[src/rtl/ssq_pkg.sv]
package ssq_pkg;
  localparam int unsigned SSQ_LANES = 4;
  localparam int unsigned SSQ_DW    = 32;
  localparam int unsigned SSQ_AW    = 4;
  localparam int unsigned SSQ_SW    = 32;
  localparam int unsigned SSQ_EMPTY_BIT = 8;
  localparam int unsigned SSQ_FULL_BIT  = 12;

  typedef struct packed {
    logic              full;
    logic              empty;
    logic [SSQ_AW-1:0] head;
    logic [SSQ_AW-1:0] tail;
  } lane_state_t;

  function automatic logic [SSQ_SW-1:0] pack_status(input lane_state_t s);
    logic [SSQ_SW-1:0] w;
    w = '0;
    w[SSQ_AW-1:0]        = s.tail;
    w[2*SSQ_AW-1:SSQ_AW] = s.head;
    w[SSQ_EMPTY_BIT]     = s.empty;
    w[SSQ_FULL_BIT]      = s.full;
    return w;
  endfunction
endpackage

[src/rtl/ssq_fifo_lane.sv]
module ssq_fifo_lane
  import ssq_pkg::*;
#(
  parameter int unsigned DW = SSQ_DW,
  parameter int unsigned AW = SSQ_AW
) (
  input  logic          clk,
  input  logic          rst_n,
  input  logic          push_i,
  input  logic [DW-1:0] data_i,
  input  logic          pop_i,
  output logic [DW-1:0] data_o,
  output lane_state_t   state_o,
  output logic          push_drop_o,
  output logic          pop_empty_o
);
  localparam int unsigned DEPTH = 1 << AW;

  logic [DW-1:0] mem [DEPTH];
  logic [AW-1:0] head_q, tail_q, head_d, tail_d;
  logic          full_q, empty_q, full_d, empty_d;
  logic          push_ok, pop_ok;

  assign push_ok     = push_i && !full_q;
  assign pop_ok      = pop_i && !empty_q;
  assign push_drop_o = push_i && full_q;
  assign pop_empty_o = pop_i && empty_q;

  always_comb begin
    head_d  = push_ok ? head_q + AW'(1) : head_q;
    tail_d  = pop_ok  ? tail_q + AW'(1) : tail_q;
    full_d  = full_q;
    empty_d = empty_q;
    unique case ({push_ok, pop_ok})
      2'b10: begin
        empty_d = 1'b0;
        full_d  = (head_d == tail_q);
      end
      2'b01: begin
        full_d  = 1'b0;
        empty_d = (tail_d == head_q);
      end
      default: ;
    endcase
  end

  always_ff @(posedge clk or negedge rst_n) begin
    if (!rst_n) begin
      head_q  <= '0;
      tail_q  <= '0;
      full_q  <= 1'b0;
      empty_q <= 1'b1;
    end else begin
      head_q  <= head_d;
      tail_q  <= tail_d;
      full_q  <= full_d;
      empty_q <= empty_d;
    end
  end

  always_ff @(posedge clk) begin
    if (push_ok) mem[head_q] <= data_i;
  end

  assign data_o        = mem[tail_q];
  assign state_o.full  = full_q;
  assign state_o.empty = empty_q;
  assign state_o.head  = head_q;
  assign state_o.tail  = tail_q;
endmodule

[src/rtl/ssq_sticky_flags.sv]
module ssq_sticky_flags #(
  parameter int unsigned N = 4
) (
  input  logic         clk,
  input  logic         rst_n,
  input  logic [N-1:0] ovf_set_i,
  input  logic [N-1:0] unf_set_i,
  input  logic         clr_we_i,
  input  logic [N-1:0] clr_mask_i,
  output logic [N-1:0] ovf_o,
  output logic [N-1:0] unf_o
);
  logic [N-1:0] ovf_q, unf_q, clr_eff;

  assign clr_eff = clr_we_i ? clr_mask_i : '0;

  always_ff @(posedge clk or negedge rst_n) begin
    if (!rst_n) begin
      ovf_q <= '0;
      unf_q <= '0;
    end else begin
      ovf_q <= (ovf_q & ~clr_eff) | ovf_set_i;
      unf_q <= unf_q | unf_set_i;
    end
  end

  assign ovf_o = ovf_q;
  assign unf_o = unf_q;
endmodule

[src/rtl/ssq_fifo_bank.sv]
module ssq_fifo_bank
  import ssq_pkg::*;
#(
  parameter int unsigned LANES = SSQ_LANES,
  parameter int unsigned DW    = SSQ_DW,
  parameter int unsigned AW    = SSQ_AW,
  parameter int unsigned SW    = SSQ_SW
) (
  input  logic               clk,
  input  logic               rst_n,
  input  logic [LANES-1:0]    push_valid_i,
  input  logic [LANES*DW-1:0] push_data_i,
  input  logic [LANES-1:0]    pop_valid_i,
  output logic [LANES*DW-1:0] pop_data_o,
  output logic [LANES*SW-1:0] status_o,
  output logic [LANES-1:0]    ovf_o,
  input  logic               ovf_clr_we_i,
  input  logic [LANES-1:0]    ovf_clr_mask_i,
  output logic [LANES-1:0]    unf_o
);
  logic [LANES-1:0] drop_vec, empty_pop_vec;

  for (genvar g = 0; g < LANES; g++) begin : g_lane
    lane_state_t st;
    ssq_fifo_lane #(.DW(DW), .AW(AW)) u_lane (
      .clk         (clk),
      .rst_n       (rst_n),
      .push_i      (push_valid_i[g]),
      .data_i      (push_data_i[g*DW +: DW]),
      .pop_i       (pop_valid_i[g]),
      .data_o      (pop_data_o[g*DW +: DW]),
      .state_o     (st),
      .push_drop_o (drop_vec[g]),
      .pop_empty_o (empty_pop_vec[g])
    );
    assign status_o[g*SW +: SW] = pack_status(st);
  end

  ssq_sticky_flags #(.N(LANES)) u_sticky (
    .clk        (clk),
    .rst_n      (rst_n),
    .ovf_set_i  (drop_vec),
    .unf_set_i  (empty_pop_vec),
    .clr_we_i   (ovf_clr_we_i),
    .clr_mask_i (ovf_clr_mask_i),
    .ovf_o      (ovf_o),
    .unf_o      (unf_o)
  );
endmodule

[config.mk]
export PLATFORM = sky130hd
export DESIGN_NAME = ssq_fifo_bank
export DESIGN_NICKNAME = d
export VERILOG_FILES = /design/src/rtl/ssq_pkg.sv /design/src/rtl/ssq_fifo_lane.sv /design/src/rtl/ssq_sticky_flags.sv /design/src/rtl/ssq_fifo_bank.sv
export SDC_FILE = /design/constraint.sdc
export NUM_CORES = 2
export LEC_CHECK = 0
export ABC_AREA = 1
export BUFFER_PORTS_ARGS = -buffer_cell sky130_fd_sc_hd__buf_4
export CAP_MARGIN = 15
export CORE_MARGIN = 5
export CORE_UTILIZATION = 58
export DETAILED_ROUTE_END_ITERATION = 7
export PLACE_DENSITY = 0.76
export SYNTH_ARGS = -nofsm -noshare
export SYNTH_HDL_FRONTEND = slang
export SYNTH_SLANG_ARGS = --single-unit
export TNS_END_PERCENT = 30
[constraint.sdc]
create_clock -name clk -period 3.65 [get_ports clk]
set_input_delay 0.1825 -clock clk [delete_from_list [all_inputs] [get_ports clk]]
set_output_delay 0.1825 -clock clk [all_outputs]
set_load 0.01 [all_outputs]
==> Implementation_results.wiki <==
{| class="wikitable"
! Metric !! Value
|-
| Worst R2R End || g_lane[0].u_lane.mem[8][21]$_DFFE_PP_
|-
| Via-to-Cell Ratio || between 6 and 7
|-
| Final ANT Viol Nets || 0
|-
| Detail Placement HPWL || ~110 mm
|-
| Total of warnings raised by yosys || 0
|-
| Portion of the post-synthesis area used by sequential elements || between 70% and 80%
|-
| Synthesized netlist cell count || ~6.6k
|-
| Sinks on the clock net || roughly 2.1k
|-
| I/O Buffers || 318
|-
| Fin. max-slew vios || between 90 and 100
|-
| R2r worst-path depth || 5
|-
| Power density over the cells || 788 nW/um^2
|-
| Final wirelength || 206 mm
|-
| Post-route clock skew || about 0.029 ns
|-
| DRC violation total after the first TritonRoute iteration || between 5k and 6k
|-
| Main synth FF type || edfxtp_1
|-
| Vias in the first global route || 52.5k
|-
| Initial antenna violation count || 15
|-
| CP peak stage delay || approximately 0.49 ns
|-
| Worst endpoint required time || about 3.5 ns
|-
| Floorplan core area || 144,000 um^2
|-
| Total standard cell area after synthesis || around 84,000 um^2
|-
| Overflow after GRT || 0
|-
| Met2 layer wire length in the routed design || approximately 100 mm
|-
| Switching Fraction || 35.1%
|-
| Number of search-and-repair iterations in the first detailed-routing pass || 6
|-
| Mean cell area of the mapped netlist || between 10 and 15 um^2
|-
| Wire length of the first global-routing pass || between 300 and 400 mm
|-
| Cell Count, Final, Fillers Out || roughly 9.0k
|-
| Synth-to-layout area growth || 15.0%
|-
| Path class of the lowest-slack min-delay path || primary input to register
|-
| Placer's final routability congestion estimate || between 0.8 and 0.9
|-
| Critical path peak fanout || about 280
|-
| Crit Path Category || register to primary output
|-
| CTS H-tree depth || 4
|-
| Routed met1 length || around 79 mm
|-
| Max clock buf depth || 3
|-
| Max transition margin || -6.35%
|-
| Fraction of synthesis flops using an asynchronous set or reset pin || 2.29%
|-
| Internal || 49.5 mW
|-
| Cell chain of the critical path || buf_12 -> o21ai_0 -> o211ai_1 -> nand3_1 -> nand2_1 -> buf_4
|-
| Hold violation count in the final report || 0
|-
| Total net switching power || 26.8 mW
|-
| Initial Util || between 50 and 60%
|-
| Distinct cell type count of the synthesized netlist || 29
|-
| Launch point of the critical path || g_lane[2].u_lane.tail_q[0]$_DFF_PN0_
|-
| P_leak || approximately 33 nW
|-
| Die Span X || roughly 390 um
|-
| Unrepaired setup endpoints after global routing || false
|-
| Vias after detailed routing || 54.3k
|-
| Part of the total power dissipated in combinational logic || 32.3%
|-
| Largest net degree at the start of global routing || roughly 280
|-
| Number of violations of the max-capacitance limit || 0
|-
| Fraction of layout instances using a drive strength above 1 || between 10% and 20%
|-
| Fill cell count || approximately 9.6k
|-
| Min Hold Slack || roughly 0.032 ns
|-
| Cell total after placement || around 8.5k
|-
| I/O Pins || 407
|-
| Slack of the worst reg-to-reg path || 1.07 ns
|-
| Setup crit end kind || primary output
|-
| WL per Instance || 22.8 um
|-
| Final cycle utilization of the critical path || between 90 and 100%
|-
| Final count of negative-setup-slack endpoints || 0
|-
| Global-route usage over all layers || approximately a quarter
|-
| Utilization after layout || between 60% and 70%
|-
| Clock transition time at the flip-flop clock pins of the worst setup and hold paths || around 0.06 ns
|-
| Number of flops mapped to enable cells by yosys || between 2k and 2.5k
|-
| Number of standard-cell rows in the floorplan || around 140
|-
| Launching element type of the critical path || register
|-
| Violations in the final reports || slew limit
|-
| CP endpoint || pop_data_o[84]
|-
| Post-layout power || ~76 mW
|-
| Cell at the root of the clock tree || clkbuf_16
|-
| Met3 wire length || ~19 mm
|-
| Slew of the pin with the lowest slew margin || around 1.6 ns
|-
| Status || finished with violations
|-
| Achievable Freq || ~280 MHz
|-
| Worst IR Drop VDD || approximately 0.8 mV
|-
| CTS tree || built
|-
| Crit path DAT || 3.45 ns
|-
| Final net count || 7,126
|-
| Worst r2r src || g_lane[0].u_lane.head_q[1]$_DFF_PN0_
|-
| Max Used Layer || met5
|-
| Setup TNS || 0 ns
|-
| Die area || about 150,000 um^2
|-
| DRC errors left || 0
|-
| Overall die height || about 390 um
|-
| Post-route minimum period || between 3 and 4 ns
|-
| Skew-Pair Late Insertion Delay || roughly 0.81 ns
|-
| Number of synthesized register bits || 2,096
|-
| TritonCTS Buffers || about 200
|-
| Portion of total power attributed to the clock network || about 28%
|-
| CP max-delay cell || buf_12
|-
| Count of buffers added by post-CTS timing repair for setup || 0
|-
| Share of power burned in registers || 39.7%
|}
## timing repair
| action | 4_1_cts | 5_1_grt |
|---|---|---|
| resized for setup | 0 | 2 |
| endpoints found under the hold margin | 2144 | 0 |
| hold buffers | 145 | 0 |
| setup endpoints to repair | 0 | 3 |
## cell families (layout without fill, tap and decap cells)
kind of cell	after synthesis	after routing	synth area share, %
AND/OR/NAND/NOR	2446	2446	12.0
flip-flops	2096	2096	74.4
AO/OA/AOI/OAI	1253	1253	8.77
buffers and inverters	743	1210	4.36
adder cells (fa/ha/maj)	24	24	0.356
XOR/XNOR	8	8	0.148
other	1	105	0.00445
## state kept, by name, indices dropped and copies added, names as in the netlist
register	flops
g_lane.u_lane.mem	2048
g_lane.u_lane.tail_q	16
u_sticky.unf_o	4
g_lane.u_lane.full_q	4
g_lane.u_lane.empty_q	4
u_sticky.ovf_o	4
g_lane.u_lane.head_q	16
## power by group through the flow
stage	clock, mW	sequential [mW]	combinational [mW]
after floorplan	0	30.3	15.0
after global placement	0	30.7	23.7
after detailed placement	0	30.7	24.2
after CTS	21.6	30.3	24.6
after global routing	22.7	30.5	26.8
final	21.4	30.3	24.7
## per-layer routing
| layer | vias to the layer above | track usage [%] |
|---|---|---|
| li1 | 24500 | - |
| met1 | 26500 | 36.2 |
| met2 | 2856 | 43.9 |
| met3 | 520 | 4.47 |
| met4 | 8 | 9.53 |
| met5 | - | 0 |
## cell type report
| cell class | instances | area, um^2 | area share (%) |
|---|---|---|---|
| flip-flops and latches | 2096 | 62700 | 64.7 |
| multi-input cells | 3819 | 18700 | 19.3 |
| clock buffers | 250 | 5330 | 5.50 |
| repair buffers | 603 | 5290 | 5.45 |
| well taps | 1903 | 2380 | 2.46 |
| clock inverters | 119 | 1500 | 1.55 |
| inverters | 238 | 916 | 0.945 |
| diodes | 17 | 42.5 | 0.0439 |
## worst min-delay path by stage
stage / cells after the start / slack (ns) / endpoint / startpoint
after floorplan: 0 / -0.11 / g_lane[0].u_lane.full_q$_DFFE_PN0P_ / rst_n
after global placement: 1 / 0.30 / u_sticky.unf_o[0]$_DFF_PN0_ / rst_n
after detailed placement: 1 / 0.31 / u_sticky.unf_o[0]$_DFF_PN0_ / rst_n
after CTS: 4 / 0.03 / u_sticky.ovf_o[2]$_DFF_PN0_ / ovf_clr_mask_i[2]
after global routing: 4 / 0.10 / u_sticky.ovf_o[2]$_DFF_PN0_ / ovf_clr_mask_i[2]
final: 4 / 0.03 / u_sticky.ovf_o[2]$_DFF_PN0_ / ovf_clr_mask_i[2]
## synth_stat cells (23+ instances only)
cell / n / area, um^2
a21oi_1: 97 / 485
buf_1: 29 / 109
buf_2: 161 / 806
buf_4: 134 / 1010
buf_6: 23 / 259
clkbuf_1: 158 / 593
dfrtp_1: 44 / 1100
edfxtp_1: 2048 / 61500
ha_1: 24 / 300
inv_1: 229 / 860
nand2_1: 934 / 3510
nand3_1: 445 / 2230
nand4_1: 137 / 857
nor2_1: 928 / 3480
o211ai_1: 442 / 3320
o21ai_0: 654 / 3270
o21ai_1: 54 / 270
## layout by cell type (no fill, tap or decap), types with 137 or more instances in the layout
cell type,synthesis,layout
nand2_1,934,934
o211ai_1,442,442
nor2_1,928,864
inv_1,229,223
buf_4,134,427
o21ai_0,654,654
dlygate4sd3_1,0,145
nand4_1,137,137
nand3_1,445,445
edfxtp_1,2048,2048
clkbuf_16,0,205
## through the flow
step                      setup slack (ns)  instance area, um^2
after floorplan                      0.979                84600
after global placement                1.00                88600
after detailed placement              1.02                88600
after CTS                            0.111                96900
after global routing                0.0370                96900
final                               0.0150                96900
## worst max-delay path: cells and delay by family, from the launching register on
family / cells / cell delay, ns
AOI/OAI and AO/OA: 2 / 0.57
buffers and inverters: 2 / 0.67
DFF: 1 / 0.45
and+or+nand+nor: 2 / 0.34
Power figures use the tool's default switching activity.
